### config.mk
export PLATFORM = sky130hd
export DESIGN_NAME = pwl_profile_gen
export DESIGN_NICKNAME = d
export VERILOG_FILES = /design/src/rtl/pwl_pkg.sv /design/src/rtl/pwl_cfg_shadow.sv /design/src/rtl/pwl_seg_seq.sv /design/src/rtl/pwl_accum.sv /design/src/rtl/pwl_profile_gen.sv
export SDC_FILE = /design/constraint.sdc
export NUM_CORES = 1
export LEC_CHECK = 0
export ABC_CLOCK_PERIOD_IN_PS = 4800
export BUFFER_PORTS_ARGS = -buffer_cell sky130_fd_sc_hd__buf_2
export CORE_UTILIZATION = 30
export CTS_CLUSTER_DIAMETER = 40
export DETAILED_ROUTE_END_ITERATION = 10
export PLACE_DENSITY = 0.48
export SYNTH_ARGS = -nofsm -noshare
export SYNTH_HDL_FRONTEND = slang
export SYNTH_SLANG_ARGS = --single-unit
### constraint.sdc
create_clock -name clk -period 4.8 [get_ports clk]
set_clock_uncertainty 0.2 [all_clocks]
set_input_delay 0.24 -clock clk [delete_from_list [all_inputs] [get_ports clk]]
set_output_delay 0.24 -clock clk [all_outputs]
set_load 0.01 [all_outputs]
### src/rtl/pwl_pkg.sv
package pwl_pkg;

    typedef enum logic [2:0] {
        SEG_IDLE   = 3'd0,
        SEG_RISE_A = 3'd1,
        SEG_RISE_B = 3'd2,
        SEG_RISE_C = 3'd3,
        SEG_FALL_A = 3'd4,
        SEG_FALL_B = 3'd5,
        SEG_FALL_C = 3'd6
    } seg_e;

    function automatic seg_e next_seg(input seg_e s);
        case (s)
            SEG_IDLE:   next_seg = SEG_RISE_A;
            SEG_RISE_A: next_seg = SEG_RISE_B;
            SEG_RISE_B: next_seg = SEG_RISE_C;
            SEG_RISE_C: next_seg = SEG_FALL_A;
            SEG_FALL_A: next_seg = SEG_FALL_B;
            SEG_FALL_B: next_seg = SEG_FALL_C;
            default:    next_seg = SEG_RISE_A;
        endcase
    endfunction

    function automatic logic seg_rising(input seg_e s);
        seg_rising = (s == SEG_RISE_A) || (s == SEG_RISE_B) || (s == SEG_RISE_C);
    endfunction

    function automatic logic seg_falling(input seg_e s);
        seg_falling = (s == SEG_FALL_A) || (s == SEG_FALL_B) || (s == SEG_FALL_C);
    endfunction

    function automatic logic seg_is_mid(input seg_e s);
        seg_is_mid = (s == SEG_RISE_B) || (s == SEG_FALL_B);
    endfunction

endpackage

### src/rtl/pwl_cfg_shadow.sv
module pwl_cfg_shadow #(
    parameter int W_SLOPE = 8,
    parameter int W_LEN   = 12,
    parameter int W_DEV   = 16
) (
    input  logic               clk,
    input  logic               rst_n,
    input  logic               load_i,
    input  logic [W_SLOPE-1:0] steep_i,
    input  logic [W_SLOPE-1:0] gentle_i,
    input  logic [W_LEN-1:0]   len_edge_i,
    input  logic [W_LEN-1:0]   len_mid_i,
    input  logic [W_DEV-1:0]   fs_i,
    output logic [W_SLOPE-1:0] steep_o,
    output logic [W_SLOPE-1:0] gentle_o,
    output logic [W_LEN-1:0]   len_edge_o,
    output logic [W_LEN-1:0]   len_mid_o,
    output logic [W_DEV-1:0]   fs_o
);

    typedef struct packed {
        logic [W_SLOPE-1:0] steep;
        logic [W_SLOPE-1:0] gentle;
        logic [W_LEN-1:0]   len_edge;
        logic [W_LEN-1:0]   len_mid;
        logic [W_DEV-1:0]   fs;
    } cfg_t;

    cfg_t cfg_d, cfg_q;

    always_comb begin
        cfg_d = cfg_q;
        if (load_i) begin
            cfg_d.steep    = steep_i;
            cfg_d.gentle   = gentle_i;
            cfg_d.len_edge = len_edge_i;
            cfg_d.len_mid  = len_mid_i;
            cfg_d.fs       = fs_i;
        end
    end

    always_ff @(posedge clk or negedge rst_n) begin
        if (!rst_n) cfg_q <= '0;
        else        cfg_q <= cfg_d;
    end

    assign steep_o    = cfg_q.steep;
    assign gentle_o   = cfg_q.gentle;
    assign len_edge_o = cfg_q.len_edge;
    assign len_mid_o  = cfg_q.len_mid;
    assign fs_o       = cfg_q.fs;


    cfg_hold_chk: assert property (@(posedge clk) disable iff (!rst_n)
        !load_i |=> $stable(cfg_q));

endmodule

### src/rtl/pwl_seg_seq.sv
module pwl_seg_seq #(
    parameter int W_LEN = 12
) (
    input  logic              clk,
    input  logic              rst_n,
    input  logic              en_i,
    input  logic [W_LEN-1:0]  len_edge_i,
    input  logic [W_LEN-1:0]  len_mid_i,
    output pwl_pkg::seg_e     seg_o,
    output logic              load_o
);
    import pwl_pkg::*;

    typedef struct packed {
        seg_e             seg;
        logic [W_LEN-1:0] cnt;
    } st_t;

    st_t st_d, st_q;

    logic [W_LEN-1:0] cur_len;
    logic             last_cyc;

    always_comb begin
        cur_len  = seg_is_mid(st_q.seg) ? len_mid_i : len_edge_i;
        last_cyc = ({1'b0, st_q.cnt} + (W_LEN+1)'(1)) >= {1'b0, cur_len};

        st_d   = st_q;
        load_o = 1'b0;
        if (!en_i) begin
            st_d.seg = SEG_IDLE;
            st_d.cnt = '0;
            load_o   = 1'b1;
        end else if (st_q.seg == SEG_IDLE) begin
            st_d.seg = SEG_RISE_A;
            st_d.cnt = '0;
            load_o   = 1'b1;
        end else if (last_cyc) begin
            st_d.seg = next_seg(st_q.seg);
            st_d.cnt = '0;
            load_o   = (st_q.seg == SEG_FALL_C);
        end else begin
            st_d.cnt = st_q.cnt + W_LEN'(1);
        end
    end

    always_ff @(posedge clk or negedge rst_n) begin
        if (!rst_n) st_q <= '{seg: SEG_IDLE, cnt: '0};
        else        st_q <= st_d;
    end

    assign seg_o = st_q.seg;


    seg_order_chk: assert property (@(posedge clk) disable iff (!rst_n)
        (en_i && st_q.seg != SEG_IDLE) |=>
            (st_q.seg == $past(st_q.seg)) || (st_q.seg == next_seg($past(st_q.seg))));


    seg_range_chk: assert property (@(posedge clk) disable iff (!rst_n)
        st_q.seg <= SEG_FALL_C);


    seg_start_chk: assert property (@(posedge clk) disable iff (!rst_n)
        (en_i && st_q.seg == SEG_IDLE) |=> st_q.seg == SEG_RISE_A);

endmodule

### src/rtl/pwl_accum.sv
module pwl_accum #(
    parameter int W_DEV   = 16,
    parameter int W_SLOPE = 8
) (
    input  logic               clk,
    input  logic               rst_n,
    input  logic               en_i,
    input  pwl_pkg::seg_e      seg_i,
    input  logic [W_SLOPE-1:0] steep_i,
    input  logic [W_SLOPE-1:0] gentle_i,
    input  logic [W_DEV-1:0]   limit_i,
    output logic [W_DEV-1:0]   dev_o
);
    import pwl_pkg::*;

    localparam int W_SUM = W_DEV + 1;

    typedef struct packed {
        logic [W_DEV-1:0] dev;
    } acc_t;

    acc_t acc_d, acc_q;

    logic [W_SUM-1:0] step_x;
    logic [W_SUM-1:0] sum_x;

    always_comb begin
        step_x = W_SUM'(seg_is_mid(seg_i) ? gentle_i : steep_i);
        sum_x  = {1'b0, acc_q.dev} + step_x;
        acc_d  = acc_q;
        if (!en_i || seg_i == SEG_IDLE) begin
            acc_d.dev = '0;
        end else if (seg_rising(seg_i)) begin
            if (sum_x > {1'b0, limit_i}) acc_d.dev = limit_i;
            else                         acc_d.dev = sum_x[W_DEV-1:0];
        end else if (seg_falling(seg_i)) begin
            if ({1'b0, acc_q.dev} < step_x) acc_d.dev = '0;
            else                            acc_d.dev = acc_q.dev - step_x[W_DEV-1:0];
        end
    end

    always_ff @(posedge clk or negedge rst_n) begin
        if (!rst_n) acc_q <= '0;
        else        acc_q <= acc_d;
    end

    assign dev_o = acc_q.dev;


    top_clamp_chk: assert property (@(posedge clk) disable iff (!rst_n)
        (en_i && seg_rising(seg_i)) |=> acc_q.dev <= $past(limit_i));


    fall_mono_chk: assert property (@(posedge clk) disable iff (!rst_n)
        (en_i && seg_falling(seg_i)) |=> acc_q.dev <= $past(acc_q.dev));


    rise_mono_chk: assert property (@(posedge clk) disable iff (!rst_n)
        (en_i && seg_rising(seg_i) && acc_q.dev <= limit_i) |=> acc_q.dev >= $past(acc_q.dev));

endmodule

### src/rtl/pwl_profile_gen.sv
module pwl_profile_gen #(
    parameter int W_DEV   = 16,
    parameter int W_SLOPE = 8,
    parameter int W_LEN   = 12
) (
    input  logic               clk,
    input  logic               rst_n,
    input  logic               en,
    input  logic [W_SLOPE-1:0] slope_steep,
    input  logic [W_SLOPE-1:0] slope_gentle,
    input  logic [W_LEN-1:0]   len_edge,
    input  logic [W_LEN-1:0]   len_mid,
    input  logic [W_DEV-1:0]   full_scale,
    output logic [W_DEV-1:0]   dev_o,
    output logic [2:0]         seg_o
);
    import pwl_pkg::*;

    logic               load_w;
    logic [W_SLOPE-1:0] steep_w, gentle_w;
    logic [W_LEN-1:0]   len_edge_w, len_mid_w;
    logic [W_DEV-1:0]   fs_w;
    seg_e               seg_w;

    pwl_cfg_shadow #(.W_SLOPE(W_SLOPE), .W_LEN(W_LEN), .W_DEV(W_DEV)) u_cfg (
        .clk        (clk),
        .rst_n      (rst_n),
        .load_i     (load_w),
        .steep_i    (slope_steep),
        .gentle_i   (slope_gentle),
        .len_edge_i (len_edge),
        .len_mid_i  (len_mid),
        .fs_i       (full_scale),
        .steep_o    (steep_w),
        .gentle_o   (gentle_w),
        .len_edge_o (len_edge_w),
        .len_mid_o  (len_mid_w),
        .fs_o       (fs_w)
    );

    pwl_seg_seq #(.W_LEN(W_LEN)) u_seq (
        .clk        (clk),
        .rst_n      (rst_n),
        .en_i       (en),
        .len_edge_i (len_edge_w),
        .len_mid_i  (len_mid_w),
        .seg_o      (seg_w),
        .load_o     (load_w)
    );

    pwl_accum #(.W_DEV(W_DEV), .W_SLOPE(W_SLOPE)) u_acc (
        .clk      (clk),
        .rst_n    (rst_n),
        .en_i     (en),
        .seg_i    (seg_w),
        .steep_i  (steep_w),
        .gentle_i (gentle_w),
        .limit_i  (fs_w),
        .dev_o    (dev_o)
    );

    assign seg_o = seg_w;


    disable_zero_chk: assert property (@(posedge clk) disable iff (!rst_n)
        !en |=> (dev_o == '0) && (seg_o == 3'd0));

endmodule

Yosys cells after proc, flatten, opt, wreduce, memory -nomap -nowiden
Index checks and enable logic that the tools add are counted.
{ "classes": {"addsub": 4, "multipliers": 0, "div_mod_pow": 0, "order_cmp": 3, "n_eq_ne": 7, "n_shift": 0, "muxes": 15, "bitwise": 0, "n_reduce_logical": 9} }
{ "op_table": {"columns": ["operator", "n"], "rows": [
  ["2-to-1 mux 16 bit", 5],
  ["2-to-1 mux 15 bit", 2],
  ["2-to-1 mux 12 bit", 2],
  ["adder 16 x 17 -> 17 bit", 1],
  ["> comparator 17 x 16 -> 1 bit", 1],
  ["< comparator 16 x 17 -> 1 bit", 1],
  ["subtractor 16 bit", 1],
  ["case mux 3 bit (5 select lines)", 1],
  ["adder 12 x 1 -> 13 bit (second input constant)", 1],
  ["greater-or-equal comparator 13 x 12 -> 1 bit", 1],
  ["adder 12 x 1 -> 12 bit (second input constant)", 1],
  ["== test 3 bit (second input constant)", 3],
  ["2-to-1 mux 8 bit", 1],
  ["== test 3 x 2 -> 1 bit (second input constant)", 2],
  ["logical OR 1 bit", 6],
  ["== test 3 x 1 -> 1 bit (second input constant)", 1],
  ["logical NOT 3 bit", 1],
  ["2-to-1 mux 1 bit", 3],
  ["2-to-1 mux 3 bit", 1],
  ["inequality test 3 x 1 -> 1 bit (second input constant)", 1],
  ["nonzero test 3 bit", 1],
  ["logical NOT 1 bit", 1]
]} }
{ "totals": {"ff_bits": 87, "latchBits": 0, "ram_bits": 0, "romBits": 0, "input_bits": 59, "out_inout_bits": 19, "elab_cells": 46, "memories": 0} }

Logic depth before layout (Yosys ltp)
{ "logic_depth": {"depth_word": 8, "mapped_depth": 23} }

Cells and area by module
Synthesis repeated with hierarchy kept, for this count alone.
{ "unflattened": {"hier_cells": 578, "area_unflattened_um2": 6254.7} }
{ "by_module_without_submodules": {"columns": ["module", "n_inst", "cells_each", "area_per_inst_um2"], "rows": [
  ["pwl_accum", 1, 327, 2667.6],
  ["pwl_cfg_shadow", 1, 118, 2243.4],
  ["pwl_seg_seq", 1, 133, 1343.8]
]} }

Least setup slack after synthesis
Ideal clock, no wire load.
{ "synth_path": {"kind": "register to register", "from": "register u_seq.st_q (netlist bit u_seq.seg_o[2])", "to": "register u_acc.acc_q (netlist bit u_acc.dev_o[3])", "arrival_time_ps": 4878, "required_time_ps": 4464, "setup_slack_ps": -414, "stages_incl_launch_ff": 22, "path_buffers": 3, "path_cell_list": "dfrtp_1 clkbuf_1 nand2_1 o21ai_0 clkbuf_1 mux2_2 ha_1 fa_1 a211oi_4 o21ai_2 a31oi_4 nor3_1 xor2_1 ha_1 nand4_1 nor3_1 o31ai_1 a31oi_1 nor2_1 clkbuf_1 a221oi_1 o21ai_0"} }
{ "synth_between": {"elab_chain_cells": 8, "word_cells_on_any_way": 24} }
{ "synth_lines": {"columns": ["item", "line", "source"], "rows": [
  ["start, declared", "pwl_seg_seq.sv:19", "st_t st_d, st_q;"],
  ["start signal, assigned", "pwl_seg_seq.sv:48", "if (!rst_n) st_q <= '{seg: SEG_IDLE, cnt: '0};"],
  ["start signal, assigned", "pwl_seg_seq.sv:49", "else st_q <= st_d;"],
  ["== test 3 x 2 -> 1 bit / == test 3 bit (equally long branches)", "pwl_pkg.sv:26, pwl_pkg.sv:34, pwl_pkg.sv:30", null],
  ["logical OR 1 bit", "pwl_pkg.sv:34", "seg_is_mid = (s == SEG_RISE_B) || (s == SEG_FALL_B);"],
  ["2-to-1 mux 8 bit", "pwl_accum.sv:28", "step_x = W_SUM'(seg_is_mid(seg_i) ? gentle_i : steep_i);"],
  ["adder 16 x 17 -> 17 bit, or another cell as far along", "pwl_accum.sv:29", "sum_x = {1'b0, acc_q.dev} + step_x;"],
  ["> comparator 17 x 16 -> 1 bit / 2-to-1 mux 16 bit (equally long branches)", "pwl_accum.sv:34, pwl_accum.sv:37", null],
  ["2-to-1 mux 16 bit, on equally long branches", "pwl_accum.sv:34, pwl_accum.sv:36", null],
  ["2-to-1 mux 16 bit", "pwl_accum.sv:33", "end else if (seg_rising(seg_i)) begin"],
  ["2-to-1 mux 16 bit", "pwl_accum.sv:31", "if (!en_i || seg_i == SEG_IDLE) begin"],
  ["end signal, assigned", "pwl_accum.sv:43", "if (!rst_n) acc_q <= '0;"],
  ["end signal, assigned", "pwl_accum.sv:44", "else acc_q <= acc_d;"],
  ["end, declared", "pwl_accum.sv:22", "acc_t acc_d, acc_q;"]
]} }
Several ways; a longest one is shown, not always the timed one. The select of a mux whose other input is x is not followed.
A chain may end at the register's enable or synchronous reset.

Worst setup path after layout
{ "layout_path": {"from": "register u_seq.st_q (netlist bit u_seq.seg_o[0])", "to": "register u_acc.acc_q (netlist bit u_acc.dev_o[12])"} }
Same word-level chain as after synthesis.

==> impl_metrics.toml <==
[sta]
maxSlewHeadroom_pct = 45.2
drv_slew = 0
tightest_slew_ns = 0.823
clock.fmax_ghz = 0.206
whs_ns = 0.0355
finalHoldViolations = 0
finalCriticalPeriod_ns = 4.85
setup_viol = 2
finalCritPeriodShare_pct = 101
fin_ws_ns = -0.0489
rsz0062_at_grt = "yes"

[die]
initial_core_util_pct = 30.6
die_y_um = 140
die_w_um = 140
coreArea_mm2 = 0.0187
rows = 50
dieArea_mm2 = 0.0196
ios = 78

[placed_design]
port_buffers = 77
place_congestion = 0.868
dp_hpwl_mm = 11.3
place_area_mm2 = 0.00662
dp.cells = 860
place_ws_ns = -0.118

[logic_synthesis]
avgSynthCellArea_um2 = 10.7
syn-num-nets = 642
synth-seq-area-share_pct = 38.1
async_flop_share_pct = 100
synth-main-ff-cell = "dfrtp_1"
yosys_warnings = 0
synth_edf_count = 0
synth_compound_area_share_pct = 13.6
ys_types = 71
synth-simple-area-share_pct = 12.1
yosys-mux-area-fraction_pct = 15.4
ys_ff_latch = 87
synth_area_mm2 = 0.00572
synthCells = 533
synth_top_family_by_area = "multiplexers"
synth_fa_ha_area_share_pct = 11.2
synth-xor-area-share_pct = 4.44

[finish]
multi_input_area_mm2 = 0.00341
finalNonFillerCells = 941
drive_gt1_share_pct = 35.8
seqCellArea_mm2 = 0.00218
nFillCells = 1802
syn2layout_area_growth_pct = 34.9
layout_common_cells = "dfrtp_1, buf_2, mux2_2"
nets = 811
layout_commonest_cell = "dfrtp_1"
antenna_cells = 0
fin_area_mm2 = 0.00771

[cts]
clk_pin_slew_ns = 0.07
clock_sinks = 87
numCtsBuffers = 9
clock_latency_ns = 0.35
cts_buffer_depth = 2
htreeDepth = 3
cts_tree = "built"
root_buffer = "clkbuf_16"

[worst_setup_path]
rr_endpoint = "u_acc.dev_o[12]$_DFFE_PN0P_"
required_ns = 4.86
rr_worst_depth = 23
criticalPathCategory = "flip-flop to flip-flop"
cp.arrival_ns = 4.91
path_delay_family = "compound AO/OA/AOI/OAI gates"
critPathLaunchType = "flip-flop"
cp_num_buf_inv = 5
crit_fanout = 5
crit_top_cell = "buf_4"
reg2reg_from = "u_seq.seg_o[0]$_DFFE_PN0P_"
reg2reg_slack_ns = -0.05
crit_chain = "nor2_2 -> nand2_2 -> o21ai_4 -> mux2_4 -> ha_4 -> fa_2 -> a211oi_4 -> o21ai_2 -> a31oi_4 -> nor3_2 -> xor2_1 -> ha_1 -> nand4_1 -> nor3_2 -> buf_4 -> o31ai_2 -> a31oi_2 -> buf_4 -> a41oi_4 -> buf_6 -> buf_4 -> buf_4 -> o311ai_2"
slowest_delay_ns = 0.40
endpoint_kind = "flip-flop"
slowest_stage = "dfrtp_1"

[drt]
drt-total-wl_mm = 15.2
drt-initial-drc-count = 200
wl_per_cell_um = 16.1
drt-met1-wl_mm = 6.79
wl_met3_um = 613
highest_layer = "met4"
dr_wl_met2_mm = 7.56
postRouteAntennaNets = 0
detail_route.drc_violations = 0
first_pass_iters = 5
viasPerCell = 4.91
vias = 4620

[global_route]
grt_pass1_vias = 4749
antenna_found_initial = 0
grt.total_usage_pct = 16.5
grt_max_degree = 63
grt_pass1_wl_mm = 25.2
overflow = 0

[power_and_ir_drop]
p_leak_nw = 3.51
power_density_mw_per_mm2 = 278
power.total_mw = 2.15
ir_drop_mv = 0.186

[min_path]
whs_path_depth = 2
hp-class = "primary input to flip-flop"
min_to = "u_seq.seg_o[0]$_DFFE_PN0P_"
worstHoldStart = "en"

[run]
maxCapViolations = 0

[run_status]
violations = "setup timing"
status = "finished with violations"
-- power by group --
part,switching (mW),internal (mW),leakage (nW)
registers,0.0524,0.783,1.08
logic,0.273,0.285,2.28
clock network,0.326,0.426,0.155
-- state kept, by name (all words and copies together), names as in the netlist --
signal	count
u_acc.dev_o	16
u_cfg.fs_o	16
u_cfg.len_edge_o	12
u_cfg.len_mid_o	12
u_seq.st_q	12
u_cfg.gentle_o	8
u_cfg.steep_o	8
u_seq.seg_o	3
-- per-layer routing --
layer | vias to the layer above | GRT usage (%)
li1 | 2257 | -
met1 | 2241 | 20.8
met2 | 104 | 28.1
met3 | 18 | 3.73
met4 | 0 | 4.57
met5 | - | 0
-- stage by stage --
step | util [%] | setup TNS [ns]
after floorplan | - | 0
after global placement | 35.4 | -0.364
after detailed placement | 35.4 | -1.30
after CTS | 40.8 | 0
after global routing | 41.2 | -2.87
final | 41.2 | -0.0735
-- Yosys cell counts, types with 10 or more instances --
library cell | count | area, um^2
nor2b_1 | 15 | 93.8
nand2_1 | 23 | 86.3
inv_1 | 35 | 131
o21ai_0 | 15 | 75.1
mux2i_1 | 15 | 150
nand3_1 | 12 | 60.1
ha_1 | 48 | 601
dfrtp_1 | 87 | 2180
mux2_2 | 65 | 732
nor3_1 | 10 | 50.1
xnor2_1 | 20 | 175
nor2_1 | 35 | 131
-- worst max path at each step --
stage | startpoint | end | slack (ns) | cells past startpoint
after global placement | u_seq.seg_o[0]$_DFFE_PN0P_ | u_acc.dev_o[6]$_DFFE_PN0P_ | -0.09 | 23
after floorplan | u_seq.seg_o[0]$_DFFE_PN0P_ | u_acc.dev_o[15]$_DFFE_PN0P_ | 0.03 | 21
after detailed placement | u_seq.seg_o[0]$_DFFE_PN0P_ | u_acc.dev_o[6]$_DFFE_PN0P_ | -0.12 | 22
after CTS | u_seq.seg_o[2]$_DFFE_PN0P_ | u_acc.dev_o[2]$_DFFE_PN0P_ | 0.02 | 21
final | u_seq.seg_o[0]$_DFFE_PN0P_ | u_acc.dev_o[12]$_DFFE_PN0P_ | -0.05 | 23
after global routing | u_seq.seg_o[0]$_DFFE_PN0P_ | u_acc.dev_o[12]$_DFFE_PN0P_ | -0.25 | 23
-- cells by family (layout without fill, tap and decap cells) --
kind of cell | count (synthesis) | count (layout)
buffers and inverters | 60 | 234
DFF | 87 | 87
xor gates and xnor gates | 29 | 29
AOI/OAI and AO/OA | 93 | 93
and+or+nand+nor | 134 | 134
adders and majority gates | 50 | 50
muxes | 80 | 80
-- layout make-up --
type	count	share of cell area, %
Clock inverter	6	0.990
Timing Repair Buffer	183	18.0
Clock buffer	10	3.10
Tap cell	234	3.80
Multi-Input combinational cell	386	44.2
Inverter	35	1.70
Sequential cell	87	28.2
-- what timing repair did --
| item | 4_1_cts | 5_1_grt |
|---|---|---|
| hold endpoints to repair | 81 | 0 |
| buffers inserted | 5 | 4 |
| gates resized for setup | 16 | 16 |
| pin swaps | 12 | 20 |
| hold buffers | 57 | 0 |
| setup endpoints to repair | 16 | 16 |
Power figures use the tool's default switching activity.
